**config.mk**
```make
export PLATFORM = sky130hd
export DESIGN_NAME = serial_frame_tx
export DESIGN_NICKNAME = d
export VERILOG_FILES = /design/src/rtl/sftx_pkg.sv /design/src/rtl/sftx_parity.sv /design/src/rtl/sftx_fsm.sv /design/src/rtl/serial_frame_tx.sv
export SDC_FILE = /design/constraint.sdc
export NUM_CORES = 1
export LEC_CHECK = 0
export BUFFER_PORTS_ARGS = -buffer_cell sky130_fd_sc_hd__clkbuf_2
export CAP_MARGIN = 40
export CORE_MARGIN = 10
export CORE_UTILIZATION = 35
export DETAILED_ROUTE_END_ITERATION = 7
export PLACE_DENSITY = 0.57
export SYNTH_ARGS = -nofsm -noshare
export SYNTH_HDL_FRONTEND = slang
export SYNTH_SLANG_ARGS = --single-unit
```
**constraint.sdc**
```tcl
create_clock -name clk -period 3.2 [get_ports clk]
set_clock_uncertainty 0.15 [all_clocks]
set_input_delay 0.48 -clock clk [delete_from_list [all_inputs] [get_ports clk]]
set_output_delay 0.48 -clock clk [all_outputs]
set_load 0.01 [all_outputs]
```
**src/rtl/sftx_pkg.sv**
```systemverilog
package sftx_pkg;

    typedef enum logic [2:0] {
        ST_IDLE,
        ST_START,
        ST_DATA,
        ST_PARITY,
        ST_STOP1,
        ST_STOP2,
        ST_STOPH
    } tx_state_t;

    localparam logic [2:0] PAR_NONE  = 3'd0;
    localparam logic [2:0] PAR_EVEN  = 3'd1;
    localparam logic [2:0] PAR_ODD   = 3'd2;
    localparam logic [2:0] PAR_MARK  = 3'd3;
    localparam logic [2:0] PAR_SPACE = 3'd4;

    localparam logic [1:0] STOP_ONE  = 2'd0;
    localparam logic [1:0] STOP_HALF = 2'd1;

endpackage

```
**src/rtl/sftx_parity.sv**
```systemverilog
module sftx_parity #(
    parameter int DATA_MIN = 5,
    parameter int DATA_MAX = 8,
    parameter int LEN_W    = 2
) (
    input  logic [DATA_MAX-1:0] data,
    input  logic [LEN_W-1:0]    len_sel,
    input  logic [2:0]          mode,
    output logic                par_bit,
    output logic                par_en
);
    import sftx_pkg::*;

    logic [DATA_MAX-1:0] used;

    // Only bits that are actually sent take part in the parity count
    for (genvar i = 0; i < DATA_MAX; i++) begin : g_mask
        if (i < DATA_MIN) begin : g_always
            assign used[i] = data[i];
        end else begin : g_cond
            assign used[i] = data[i] & (int'(len_sel) >= (i - DATA_MIN + 1));
        end
    end

    always_comb begin
        par_bit = 1'b0;
        par_en  = 1'b1;
        unique case (mode)
            PAR_EVEN:  par_bit = ^used;
            PAR_ODD:   par_bit = ~(^used);
            PAR_MARK:  par_bit = 1'b1;
            PAR_SPACE: par_bit = 1'b0;
            default:   par_en  = 1'b0;
        endcase
    end

endmodule

```
**src/rtl/sftx_fsm.sv**
```systemverilog
module sftx_fsm #(
    parameter int DATA_MIN = 5,
    parameter int DATA_MAX = 8,
    parameter int LEN_W    = 2
) (
    input  logic                clk,
    input  logic                rst_n,
    input  logic [DATA_MAX-1:0] din,
    input  logic                load,
    input  logic                baud_tick,
    input  logic                half_tick,
    input  logic [LEN_W-1:0]    len_sel,
    input  logic [1:0]          stop_sel,
    input  logic                par_bit,
    input  logic                par_en,
    output logic                txd,
    output logic                busy,
    output logic                send_ok
);
    import sftx_pkg::*;

    localparam int CNT_W = $clog2(DATA_MAX);

    tx_state_t           state;
    logic [DATA_MAX-1:0] shreg;
    logic [CNT_W-1:0]    cnt;
    logic [LEN_W-1:0]    len_q;
    logic [1:0]          stop_q;
    logic                par_bit_q;
    logic                par_en_q;
    logic [CNT_W-1:0]    last_idx;
    logic                in_stop;

    assign last_idx = CNT_W'(DATA_MIN - 1) + CNT_W'(len_q);

    // State register and datapath
    always_ff @(posedge clk or negedge rst_n) begin
        if (!rst_n) begin
            state     <= ST_IDLE;
            shreg     <= '1;
            cnt       <= '0;
            len_q     <= '0;
            stop_q    <= STOP_ONE;
            par_bit_q <= 1'b0;
            par_en_q  <= 1'b0;
        end else begin
            unique case (state)
                ST_IDLE: if (load) begin
                    state     <= ST_START;
                    shreg     <= din;
                    cnt       <= '0;
                    len_q     <= len_sel;
                    stop_q    <= stop_sel;
                    par_bit_q <= par_bit;
                    par_en_q  <= par_en;
                end
                ST_START: if (baud_tick) state <= ST_DATA;
                ST_DATA: if (baud_tick) begin
                    shreg <= shreg >> 1;
                    if (cnt == last_idx) begin
                        cnt   <= '0;
                        state <= par_en_q ? ST_PARITY : ST_STOP1;
                    end else begin
                        cnt <= cnt + 1'b1;
                    end
                end
                ST_PARITY: if (baud_tick) state <= ST_STOP1;
                ST_STOP1: if (baud_tick) begin
                    if (stop_q == STOP_ONE)       state <= ST_IDLE;
                    else if (stop_q == STOP_HALF) state <= ST_STOPH;
                    else                          state <= ST_STOP2;
                end
                ST_STOP2: if (baud_tick) state <= ST_IDLE;
                ST_STOPH: if (half_tick) state <= ST_IDLE;
                default:  state <= ST_IDLE;
            endcase
        end
    end

    // Output decode
    always_comb begin
        txd     = 1'b1;
        busy    = 1'b1;
        in_stop = 1'b0;
        unique case (state)
            ST_IDLE:   busy = 1'b0;
            ST_START:  txd = 1'b0;
            ST_DATA:   txd = shreg[0];
            ST_PARITY: txd = par_bit_q;
            ST_STOP1, ST_STOP2, ST_STOPH: in_stop = 1'b1;
            default:   busy = 1'b0;
        endcase
        send_ok = ~busy;
    end

    p_idle_high_r1: assert property (@(posedge clk) disable iff (!rst_n)
        !busy |-> txd);

    p_start_low_r2: assert property (@(posedge clk) disable iff (!rst_n)
        $rose(busy) |-> !txd);

    p_start_hold_r2: assert property (@(posedge clk) disable iff (!rst_n)
        (state == ST_START && !baud_tick) |=> state == ST_START);

    p_load_ignored_r6: assert property (@(posedge clk) disable iff (!rst_n)
        (busy && load && !baud_tick && !half_tick) |=> $stable(txd));

    p_half_wait_r8: assert property (@(posedge clk) disable iff (!rst_n)
        (state == ST_STOPH && !half_tick) |=> state == ST_STOPH);

    p_end_from_stop_r7: assert property (@(posedge clk) disable iff (!rst_n)
        $fell(busy) |-> $past(in_stop));

    p_stop_line_r5: assert property (@(posedge clk) disable iff (!rst_n)
        in_stop |-> txd);

endmodule

```
**src/rtl/serial_frame_tx.sv**
```systemverilog
module serial_frame_tx #(
    parameter int DATA_MIN = 5,
    parameter int DATA_MAX = 8,
    parameter int LEN_W    = $clog2(DATA_MAX - DATA_MIN + 1)
) (
    input  logic                clk,
    input  logic                rst_n,
    input  logic [DATA_MAX-1:0] din,
    input  logic                load,
    input  logic                baud_tick,
    input  logic                half_tick,
    input  logic [LEN_W-1:0]    len_sel,
    input  logic [2:0]          par_mode,
    input  logic [1:0]          stop_sel,
    output logic                txd,
    output logic                busy,
    output logic                send_ok
);

    logic par_bit;
    logic par_en;

    sftx_parity #(
        .DATA_MIN (DATA_MIN),
        .DATA_MAX (DATA_MAX),
        .LEN_W    (LEN_W)
    ) u_parity (
        .data    (din),
        .len_sel (len_sel),
        .mode    (par_mode),
        .par_bit (par_bit),
        .par_en  (par_en)
    );

    sftx_fsm #(
        .DATA_MIN (DATA_MIN),
        .DATA_MAX (DATA_MAX),
        .LEN_W    (LEN_W)
    ) u_fsm (
        .clk       (clk),
        .rst_n     (rst_n),
        .din       (din),
        .load      (load),
        .baud_tick (baud_tick),
        .half_tick (half_tick),
        .len_sel   (len_sel),
        .stop_sel  (stop_sel),
        .par_bit   (par_bit),
        .par_en    (par_en),
        .txd       (txd),
        .busy      (busy),
        .send_ok   (send_ok)
    );

endmodule

```
; Word-level counts from Yosys, hierarchy flattened
; Cells that the tools add are included.
[totals]
register_bits = 20
input_bits = 20
output_inout_bits = 3
wordCells = 69
[classes]
n_addsub = 2
n_lt_le_gt_ge = 3
eq_ne = 20
muxes = 23
bitwise_logic = 5
n_reduce_logical = 9
[ops]
columns = cell, count
row1 = 3-bit 2-to-1 mux, 13
row2 = 3-bit case mux with 7 select lines, 1
row3 = 8-bit 2-to-1 mux, 2
row4 = 8-bit case mux with 2 select lines, 1
row5 = 2-bit inequality test (second input constant), 7
row6 = 3-bit by 2-bit equality test with 1-bit output (second input constant), 4
row7 = 3-bit equality test (second input constant), 4
row8 = 8-bit AND reduction, 1
row9 = 8-bit XOR reduction, 1
row10 = 3-bit by 1-bit equality test with 1-bit output (second input constant), 2
row11 = 1-bit case mux with 3 select lines, 2
row12 = 3-bit case mux with 2 select lines, 1
row13 = 6-bit OR reduction, 1
row14 = 2-bit >= comparator (second input constant), 2
row15 = 4-bit OR reduction, 1
row16 = 3-bit by 1-bit adder with 3-bit output (second input constant), 1
row17 = 3-bit by 2-bit adder with 3-bit output (first input constant), 1
row18 = 1-bit AND, 3
row19 = 3-bit equality test, 1
row20 = 3-bit logical NOT, 1
row21 = 3-bit AND reduction, 1
row22 = 2-bit by 1-bit equality test with 1-bit output (second input constant), 1
row23 = 2-bit by 1-bit >= comparator with 1-bit output (second input constant), 1
row24 = 2-bit logical NOT, 1
row25 = other kinds (6), 8

; Depth between registers and ports, before layout
; Gate-level depths: netlist (run 1).
[depth]
ltp_word = 5
depth_mapped = 7
ltp_nobuf = 5

; By module
; From an unflattened synthesis (run 1), not the netlist that was laid out.
[unflattened]
hier_cells = 116
area_unflattened_um2 = 1248.7
[modules_own_cells]
columns = module, instances, cells_each, area_each_um2, seq_area_each_um2
row1 = sftx_fsm, 1, 101, 1108.6, 510.5
row2 = sftx_parity, 1, 15, 140.1, 0.0

; Worst setup path before layout (run 1)
; OpenSTA, ideal clock, no wires.
[synth_timing]
kind = flip-flop to output port
start = register u_fsm.state[0]
end = output port txd
arrival_time_ns = 1.127
required_time_ns = 2.570
slack_ns = 1.443
path_stages_with_launch = 4
path_buffers = 1
cell_sequence = dfrtp_1 -> clkbuf_1 -> a21oi_1 -> a311o_1
[synth_between]
elab_chain_len = 2
word_cells_on_any_way = 4
cone_classes = eq/ne: 3 / mux: 1
[synth_lines]
columns = element, line_no
row1 = "start, declared", sftx_fsm.sv:24  ; tx_state_t state;
row2 = "start signal, assigned", sftx_fsm.sv:62  ; state <= par_en_q ? ST_PARITY : ST_STOP1;
row3 = 3-bit by 2-bit equality test with 1-bit output or 3-bit by 1-bit equality test with 1-bit output (tied branches), sftx_fsm.sv:85  ; unique case (state)
row4 = 1-bit case mux with 3 select lines (*), sftx_fsm.sv:85
row5 = "end, declared", serial_frame_tx.sv:15  ; output logic txd,
; Mark *: on every way between the ends. The rest lies on a longest branch, timed or not.

; Worst setup path after layout (run 1)
[layout_timing]
start = register u_fsm.state[1]
end = output port send_ok
[layout_between]
elab_chain_len = 4
word_cells_on_any_way = 9
cone_classes = eq/ne: 6 / mux: 1 / bitwise: 1 / reduce/logical: 1
[layout_lines]
columns = element, line_no
row1 = "3-bit by 1-bit equality test with 1-bit output, or another cell as far along", sftx_fsm.sv:85
row2 = 6-bit OR reduction (no line) (*), --
row3 = 1-bit 2-to-1 mux (*), sftx_fsm.sv:85
row4 = 1-bit inverter (*), sftx_fsm.sv:93  ; send_ok = ~busy;
row5 = "end, declared", serial_frame_tx.sv:17  ; output logic send_ok
; Marks and branches as above.

==> flow_metrics.tcl, run 1 <==
set metrics [dict create \
    switching_share_pct 39.7 \
    vias 938 \
    drc 0 \
    synth-adder-area-share_pct 1.03 \
    min_period_over_period_pct 68.1 \
    ys_async_sr_fraction_pct 100 \
    cp_slowest_cell "dfrtp_1" \
    synth_xor_area_share_pct 6.90 \
    crit_chain "or2_4, o21a_1, inv_1, clkbuf_2" \
    drt_pre_antenna_iters 4 \
    wl_um 2570 \
    grt_pass1_wl_um 4460 \
    rsz0062_at_grt "no" \
    grt_use_total_pct 8.72 \
    relSlewSlack_pct 61.2 \
    fin_area_mm2 0.00139 \
    fp.dieW_um 78.9 \
    yosys-top-cells-area "dfrtp_1 25%, dfstp_2 17%, mux2i_1 5.8%" \
    ys_types 42 \
    synth_top_area_cell "dfrtp_1" \
    htreeDepth 1 \
    muxShareOfSynthArea_pct 11.6 \
    wl_per_cell_um 13.6 \
    dpl-instance-area_mm2 0.00135 \
    final_common_cell "clkbuf_2" \
    dp_cells 184 \
    postSynthCellCount 121 \
    clk-insertion-delay-late_ps 300 \
    synth_top_area_share_pct 24.7 \
    path_clk_slew_ps 120 \
    start_kind "flip-flop" \
    period_needed_ps 2180 \
    hold_violations 0 \
    fin_nets 165 \
    drive_gt1_share_pct 31.5 \
    die-height_um 78.9 \
    cts_tree "yes" \
    pwr-share-comb_pct 46.5 \
    clock_sinks 20 \
    final_cell_mix "22 x clkbuf_2, 14 x nand2_1, 13 x o21ai_0" \
    first_iter_violations 39 \
    grt_max_degree 23 \
    ctsHoldBuffers 1 \
    crit_type "flip-flop to primary output" \
    required_ps 2570 \
    final_cells 189 \
    grt-ovfl-total 0 \
    slowest_delay_ps 550 \
    setup_viol 0 \
    vias_per_cell 4.96 \
    hpwl_um 2000 \
    yosys_warnings 0 \
    portBuffers 22 \
    ir_drop_v 0.000278 \
    antenna_left 0 \
    finalMaxSlewViolations 0 \
    synth_compound_gate_area_share_pct 17.6 \
    synth_top_family_by_area "compound AO/OA/AOI/OAI gates" \
    rows 21 \
    synth_edf_count 0 \
    power.net_switching_w 0.000483 \
    arrival_ps 1550 \
    diodes 0 \
    cts_max_path_buffers 2 \
    cts_setup_buffers 0 \
    clockPowerShare_pct 10.5 \
    areaGrowthSynthToFinish_pct 14.1 \
    fin_tns_setup_ps 0 \
    max_cap_viol_count 0 \
    postCtsResizedCells 0 \
    coreArea_mm2 0.00334 \
    initial_core_util_pct 36.4 \
    cp-end-kind "primary output" \
    cts-root-buf "clkbuf_4" \
    p_per_area_mw_per_mm2 877 \
    status "completed" \
    synthFlopType "dfrtp_1" \
    cp_max_fo 15 \
    antenna_found_initial 0 \
    worst_pin_slew_ps 581 \
    synth_seq_cells 20 \
    syn-num-nets 142 \
    pin_count 23 \
    place.gp.congestion 0.771 \
    worst_hold_path_type "primary input to flip-flop" \
    p_seq_share_pct 43.1 \
    leakagePower_nw 0.614 \
    ys_seq_area_share_pct 42.0 \
    synth_area_per_cell_um2 10.0 \
    grt_pass1_vias 976 \
    synth.cell_area_mm2 0.00121 \
    synth-simple-area-share_pct 15.0 \
    utilization_pct 41.5 \
    die_area_mm2 0.00623 \
    fmax_mhz 459 \
    cts_buffers 3 \
    p_int_w 0.000733 \
]
==> critical path, delay by kind of cell, from the launching register on <==
family	cells	cell delay, ps
DFF	1	550
buffers and inverters	2	170
and+or+nand+nor	1	340
AOI/OAI and AO/OA	1	190
==> cell families (layout without fill, tap and decap cells) <==
| logic type | Yosys count | count (layout) |
|---|---|---|
| simple gates | 33 | 33 |
| buf+inv | 14 | 36 |
| mux | 13 | 13 |
| xor+xnor | 8 | 8 |
| compound gates | 32 | 32 |
| flops | 20 | 20 |
| fa+ha+maj | 1 | 1 |
==> metal layers <==
| layer | up-vias | track usage [%] | share of wire, % |
|---|---|---|---|
| li1 | 468 | - | - |
| met1 | 458 | 10.7 | 44 |
| met3 | 2 | 1.46 | 2.8 |
| met4 | 0 | 4.30 | 1.4 |
| met5 | - | 0 | 0 |
| met2 | 10 | 14.5 | 51 |
==> power groups by stage <==
stage / Clock [W] / Combinational [W] / Sequential, W
after floorplan: 0 / 0.000516 / 0.000465
after global placement: 0 / 0.000557 / 0.000520
after detailed placement: 0 / 0.000572 / 0.000527
after CTS: 0.000135 / 0.000576 / 0.000522
after global routing: 0.000140 / 0.000643 / 0.000544
final: 0.000127 / 0.000565 / 0.000523
==> sequential cells by signal, summed over array words and instances (netlist names) <==
signal and cells:
u_fsm.par_bit_q 1, u_fsm.state 3, u_fsm.cnt 3, u_fsm.shreg 8, u_fsm.len_q 2, u_fsm.stop_q 2, u_fsm.par_en_q 1
==> layout make-up <==
type                       count  area [µm²]
tap                           46        57.6
clock buffer                   4        26.3
fill                         347        1950
sequential                    20         510
timing repair buffer          24         128
inverter                       8        30.0
multi-input combinational     87         634
==> final timing paths <==
check	start	endpoint	slack [ps]	cells after the start
min	stop_sel[1]	u_fsm.stop_q[1]	220	3
max in group asynchronous	rst_n	u_fsm.shreg[0]	2010	2
min in group asynchronous	rst_n	u_fsm.len_q[0]	520	2
max reg2reg	u_fsm.state[1]	u_fsm.cnt[0]	1210	4
max	u_fsm.state[1]	send_ok	1020	4
min reg2reg	u_fsm.shreg[2]	u_fsm.shreg[2]	340	2
==> synthesized netlist by cell type (all sizes together), types with 2 or more instances <==
cell type	number
nand2	14
dfstp	8
mux2i	7
xnor2	5
dfrtp	12
o22ai	2
a21oi	4
mux2	6
xor2	2
inv	8
nand3	2
o21a	2
nor2	5
o21ai	13
buf	5
o31ai	3
nor3b	2
nor2b	2
nand2b	2
==> stage by stage <==
| step | worst slack [ps] | hold slack (ps) | total power [W] |
|---|---|---|---|
| after floorplan | 1440 | 34.4 | 0.000981 |
| after global placement | 1290 | 315 | 0.00108 |
| after detailed placement | 1230 | 322 | 0.00110 |
| after CTS | 1000 | 215 | 0.00123 |
| after global routing | 929 | 258 | 0.00133 |
| final | 1020 | 225 | 0.00122 |
No activity file was read; power rests on OpenSTA's default activity.
==> run 2, diff against run 1 <==
- clock period: 3.2 -> 2.21 ns (I/O delays scaled with it)
==> run 2 against run 1 <==
  * Sequential share of layout area shrank 0.46 points
  * Count of clock-buffer cells in the layout did not move
  * Final cell count up 0.53%
  * First-iteration DRC count fell by 13%
  * Die area is the same
  * Combinational power rose by 48%
  * Hold slack got worse by 130 ps
  * Non-clock buffer count is 1 higher
  * Clock power up 67%
  * Setup slack got worse by 850 ps
  * Design area increased by 1.3%
  * Register-to-register slack got worse by 920 ps
  * Largest cell class unchanged
==> flow_metrics.tcl, run 2 (synthesis results as in run 1) <==
set metrics [dict create \
    largest_register_ffs 8 \
    clk-insertion-delay-late_ps 300 \
    grt-ovfl-total 0 \
    grt_max_degree 23 \
    areaGrowthSynthToFinish_pct 15.6 \
    final_cell_mix "22 x clkbuf_2, 14 x nand2_1, 13 x o21ai_0" \
    ir_drop_v 0.000442 \
    vias 943 \
    grt_pass1_wl_um 4240 \
    coreArea_mm2 0.00334 \
    grt_pass1_vias 962 \
    hpwl_um 1960 \
    min_period_over_period_pct 92.4 \
    drive_gt1_share_pct 32.6 \
    max_cap_viol_count 0 \
    cts_tree "yes" \
    place_ws_ps 309 \
    diodes 0 \
    path_clk_slew_ps 110 \
    place.gp.congestion 0.751 \
    cts_buffers 3 \
    antenna_found_initial 0 \
    start_kind "flip-flop" \
    cts-root-buf "clkbuf_4" \
    fp.dieW_um 78.9 \
    r2r_cells 5 \
    die_area_mm2 0.00623 \
    period_needed_ps 2040 \
    highest_layer "met4" \
    drt-met1-wl_um 1130 \
    worst_pin_slew_ps 512 \
    r2r_slack_ps 290 \
    utilization_pct 42.1 \
    pin_count 23 \
    finalMaxSlewViolations 0 \
    wl_um 2470 \
    fin_tns_setup_ps 0 \
    rsz0062_at_grt "no" \
    setup_viol 0 \
    wl_per_cell_um 13.0 \
    htreeDepth 1 \
    whs_ps 92.7 \
    rows 21 \
    fillers 341 \
    status "completed" \
    worst_hold_path_type "primary input to flip-flop" \
    drt_pre_antenna_iters 2 \
    leakagePower_nw 0.624 \
    timing.final.ws_setup_ps 168 \
    dr_wl_met3_um 38 \
    fmax_mhz 490 \
    p_per_area_mw_per_mm2 1280 \
    cp_max_fo 15 \
    fin_nets 166 \
    grt_use_total_pct 8.20 \
    cts_max_path_buffers 2 \
    portBuffers 22 \
    first_iter_violations 34 \
    drc 0 \
    arrival_ps 1560 \
    relSlewSlack_pct 65.9 \
    vias_per_cell 4.96 \
    wl_met2_um 1270 \
    final_common_cell "clkbuf_2" \
    cp-end-kind "primary output" \
    initial_core_util_pct 36.4 \
    die-height_um 78.9 \
    top_regs "u_fsm.shreg x8, u_fsm.cnt x3, u_fsm.state x3" \
    hold_path_depth 3 \
    hold_violations 0 \
    antenna_left 0 \
    required_ps 1730 \
    top_register "u_fsm.shreg" \
    clock_sinks 20 \
    crit_type "flip-flop to primary output" \
]
[run 2: cell count changes in the layout (fill, tap and decap cells not counted)]
cell and change:
clkbuf_8 +1, buf_4 +1, clkbuf_1 -1
[run 2: worst max-delay path, stage by stage, from the launching register on]
cell and delay, ps:
dfrtp_1 560, or2_4 350, o21a_1 190, inv_1 50, clkbuf_2 120
[run 2: where the power goes]
group	internal, W	total, W	switching [W]
clock	0.000100	0.000212	0.000111
combinational	0.000426	0.000834	0.000407
sequential	0.000576	0.000756	0.000180
total	0.00110	0.00180	0.000699
[run 2: what timing repair did]
action | in CTS | in global routing
endpoints found under the hold margin | 12 | 0
setup buffers | 0 | 0
resized for setup | 0 | 0
hold buffers | 1 | 0
endpoints found under the setup margin | 0 | 0
[run 2: stage by stage]
stage	instances	cell area, µm²	total power [W]
after CTS	190	1400	0.00183
final	190	1400	0.00180
after global placement	185	1360	0.00158
after global routing	190	1400	0.00196
after floorplan	121	1210	0.00142
after detailed placement	185	1360	0.00161
[run 2: final timing paths]
path                                start              end
setup / recovery           u_fsm.state[1]          send_ok
hold / removal                stop_sel[1]  u_fsm.stop_q[1]
setup reg to reg           u_fsm.state[1]   u_fsm.state[2]
hold reg to reg            u_fsm.shreg[3]   u_fsm.shreg[3]
max in group asynchronous           rst_n   u_fsm.shreg[7]
min in group asynchronous           rst_n     u_fsm.cnt[0]
[run 2: routing by layer]
| layer | vias up | GRT usage [%] |
|---|---|---|
| li1 | 473 | - |
| met2 | 10 | 14.2 |
| met1 | 456 | 9.73 |
| met3 | 4 | 1.24 |
| met4 | 0 | 3.76 |
| met5 | - | 0 |
[run 2: cell type report]
cell class	count	area, µm²	area share (%)
multi-input cells	87	634	45.2
inverters	8	30.0	2.14
flip-flops and latches	20	510	36.4
well taps	46	57.6	4.10
clock buffers	4	36.3	2.58
repair buffers	25	135	9.63
==> run 3, diff against run 2 <==
- ABC_AREA: default -> 1
- PLACE_DENSITY: 0.57 -> 0.56
==> run 3 against run 2 <==
  * First-iteration DRC count grew 24%
  * Flip-flop and latch count is the same
  * Largest power group unchanged
  * Routed wire length grew 19%
  * Synthesized cell count grew 40%
  * Hold slack gained 51 ps
  * Synthesized area grew 11%
  * Global-route usage grew 1.3 points
  * Die area grew 8.3%
  * Register-to-register slack gained 230 ps
==> flow_metrics.tcl, run 3 <==
set metrics [dict create \
    start_kind "flip-flop" \
    finalMaxSlewViolations 0 \
    hold_violations 0 \
    period_needed_ps 1950 \
    synthFlopType "dfrtp_1" \
    r2r_cells 7 \
    grt-ovfl-total 0 \
    setup_viol 0 \
    worst_hold_path_type "primary input to flip-flop" \
    yosys_warnings 0 \
    muxShareOfSynthArea_pct 0.833 \
    top_register "u_fsm.shreg" \
    final_cells 240 \
    synth_edf_count 0 \
    clock_sinks 20 \
    fmax_mhz 513 \
    ys_seq_area_share_pct 37.8 \
    fp.dieW_um 82.1 \
    max_cap_viol_count 0 \
    synth_top_family_by_area "simple AND/OR/NAND/NOR gates" \
    synth_common_cells "39 x nand2_1, 23 x inv_1, 14 x nand3_1, 12 x dfrtp_1, 10 x o21ai_2" \
    grt_use_total_pct 9.50 \
    fin_nets 214 \
    rsz0062_at_grt "no" \
    die_area_mm2 0.00675 \
    antenna_left 0 \
    ys_types 34 \
    cts-root-buf "clkbuf_8" \
    grt.busiest_layer "met2" \
    status "completed" \
    first_iter_violations 42 \
    ir_drop_v 0.000320 \
    timing.critical_path.from "u_fsm.state[1]" \
    grt_pass1_vias 1190 \
    arrival_ps 1470 \
    cp_max_fo 7 \
    synth_most_common_cell "nand2_1" \
    relSlewSlack_pct 66.7 \
    required_ps 1730 \
    cts_buffers 3 \
    antenna_found_initial 0 \
    drt_pre_antenna_iters 4 \
    ctsHoldBuffers 1 \
    crit_type "flip-flop to primary output" \
    r2r_slack_ps 520 \
    final_common_cell "nand2_1" \
    ys_async_sr_fraction_pct 100 \
    drive_gt1_share_pct 31.3 \
    synth_area_per_cell_um2 8.00 \
    r2r-end "u_fsm.cnt[2]" \
    cts_max_path_buffers 2 \
    synth_top_area_share_pct 22.2 \
    worst_pin_slew_ps 499 \
    utilization_pct 42.0 \
    initial_core_util_pct 36.6 \
    cp-endpoint "busy" \
    synth-adder-area-share_pct 0.926 \
    vias 1156 \
    synth.cell_area_mm2 0.00135 \
    diodes 0 \
    postSynthCellCount 169 \
    synth_top_area_cell "dfrtp_1" \
    synth_xor_area_share_pct 3.24 \
    cts_setup_buffers 0 \
    min_period_over_period_pct 88.2 \
    vias_per_cell 4.82 \
    pin_count 23 \
    grt_max_degree 21 \
    top_regs "u_fsm.shreg x8, u_fsm.cnt x3, u_fsm.state x3" \
    synth_compound_gate_area_share_pct 20.6 \
    synth-simple-area-share_pct 25.9 \
    place.gp.congestion 0.806 \
    leakagePower_nw 0.749 \
    portBuffers 22 \
    cp-end-kind "primary output" \
    grt_pass1_wl_um 5110 \
    fin_tns_setup_ps 0 \
    areaGrowthSynthToFinish_pct 14.5 \
    p_per_area_mw_per_mm2 1260 \
    syn-num-nets 190 \
    wl_per_cell_um 12.3 \
    grtUsageMet2_pct 15.9 \
    drc 0 \
    dp_cells 235 \
    wl_um 2950 \
    p_total_w 0.00196 \
    synth_seq_cells 20 \
    r2r-start "u_fsm.state[2]" \
    path_clk_slew_ps 80 \
    met1_usage_pct 11.6 \
    rows 22 \
    largest_register_ffs 8 \
    gr-usage-met3_pct 1.51 \
    hpwl_um 2360 \
    coreArea_mm2 0.00369 \
    cts_tree "yes" \
    die-height_um 82.1 \
    clk-insertion-delay-late_ps 260 \
    yosys-top-cells-area "dfrtp_1 22%, dfstp_2 16%, nand2_1 11%" \
    postCtsResizedCells 0 \
    final_cell_mix "39 x nand2_1, 23 x inv_1, 22 x clkbuf_2" \
    htreeDepth 1 \
]
## run 3: logic make-up after synthesis
family / after synthesis
AO/OA/AOI/OAI: 39
XOR/XNOR: 5
adder cells (fa/ha/maj): 1
buffers and inverters: 31
flip-flops: 20
multiplexers: 1
AND/OR/NAND/NOR: 72
## run 3: report_power, final
part	internal (W)	leakage, nW	total [W]	switching (W)
clock	0.000159	0.0288	0.000289	0.000130
sequential	0.000573	0.236	0.000698	0.000125
combinational	0.000361	0.484	0.000970	0.000609
total	0.00109	0.749	0.00196	0.000864
## run 3: layout make-up
type	count	area, µm²
Fill cell	395	2140
Multi-Input combinational cell	118	696
Sequential cell	20	510
Timing Repair Buffer	23	120
Inverter	27	106
Tap cell	48	60.1
Clock buffer	4	55.1
## run 3: per-layer routing
| metal | wire (µm) | vias to the layer above |
|---|---|---|
| met5 | 0 | - |
| met4 | 56 | 0 |
| met3 | 62 | 4 |
| met2 | 1400 | 19 |
| met1 | 1430 | 532 |
| li1 | - | 601 |
## run 3: worst min path at each step
| stage | slack [ps] | startpoint | cells past startpoint | to |
|---|---|---|---|---|
| 3_5_place_dp | 180 | rst_n | 1 | u_fsm.cnt[1] |
| 5_1_grt | 150 | din[7] | 3 | u_fsm.shreg[7] |
| 6_report | 140 | din[7] | 3 | u_fsm.shreg[7] |
| 3_3_place_gp | 180 | rst_n | 1 | u_fsm.cnt[1] |
| 4_1_cts | 140 | din[7] | 3 | u_fsm.shreg[7] |
| 2_1_floorplan | -110 | rst_n | 0 | u_fsm.cnt[0] |
## run 3: worst max-delay path, stage by stage (launching register included)
cell	delay, ps
dfrtp_1	500
nor2_1	250
nor2_1	100
a21oi_1	180
inv_1	50
clkbuf_2	120
## run 3: per-stage QoR
stage / hold WS, ps / setup slack [ps] / area [µm²]
after detailed placement: 182 / 542 / 1480
after global routing: 151 / 187 / 1550
after global placement: 181 / 600 / 1480
after floorplan: -114 / 644 / 1350
final: 143 / 261 / 1550
after CTS: 143 / 272 / 1550
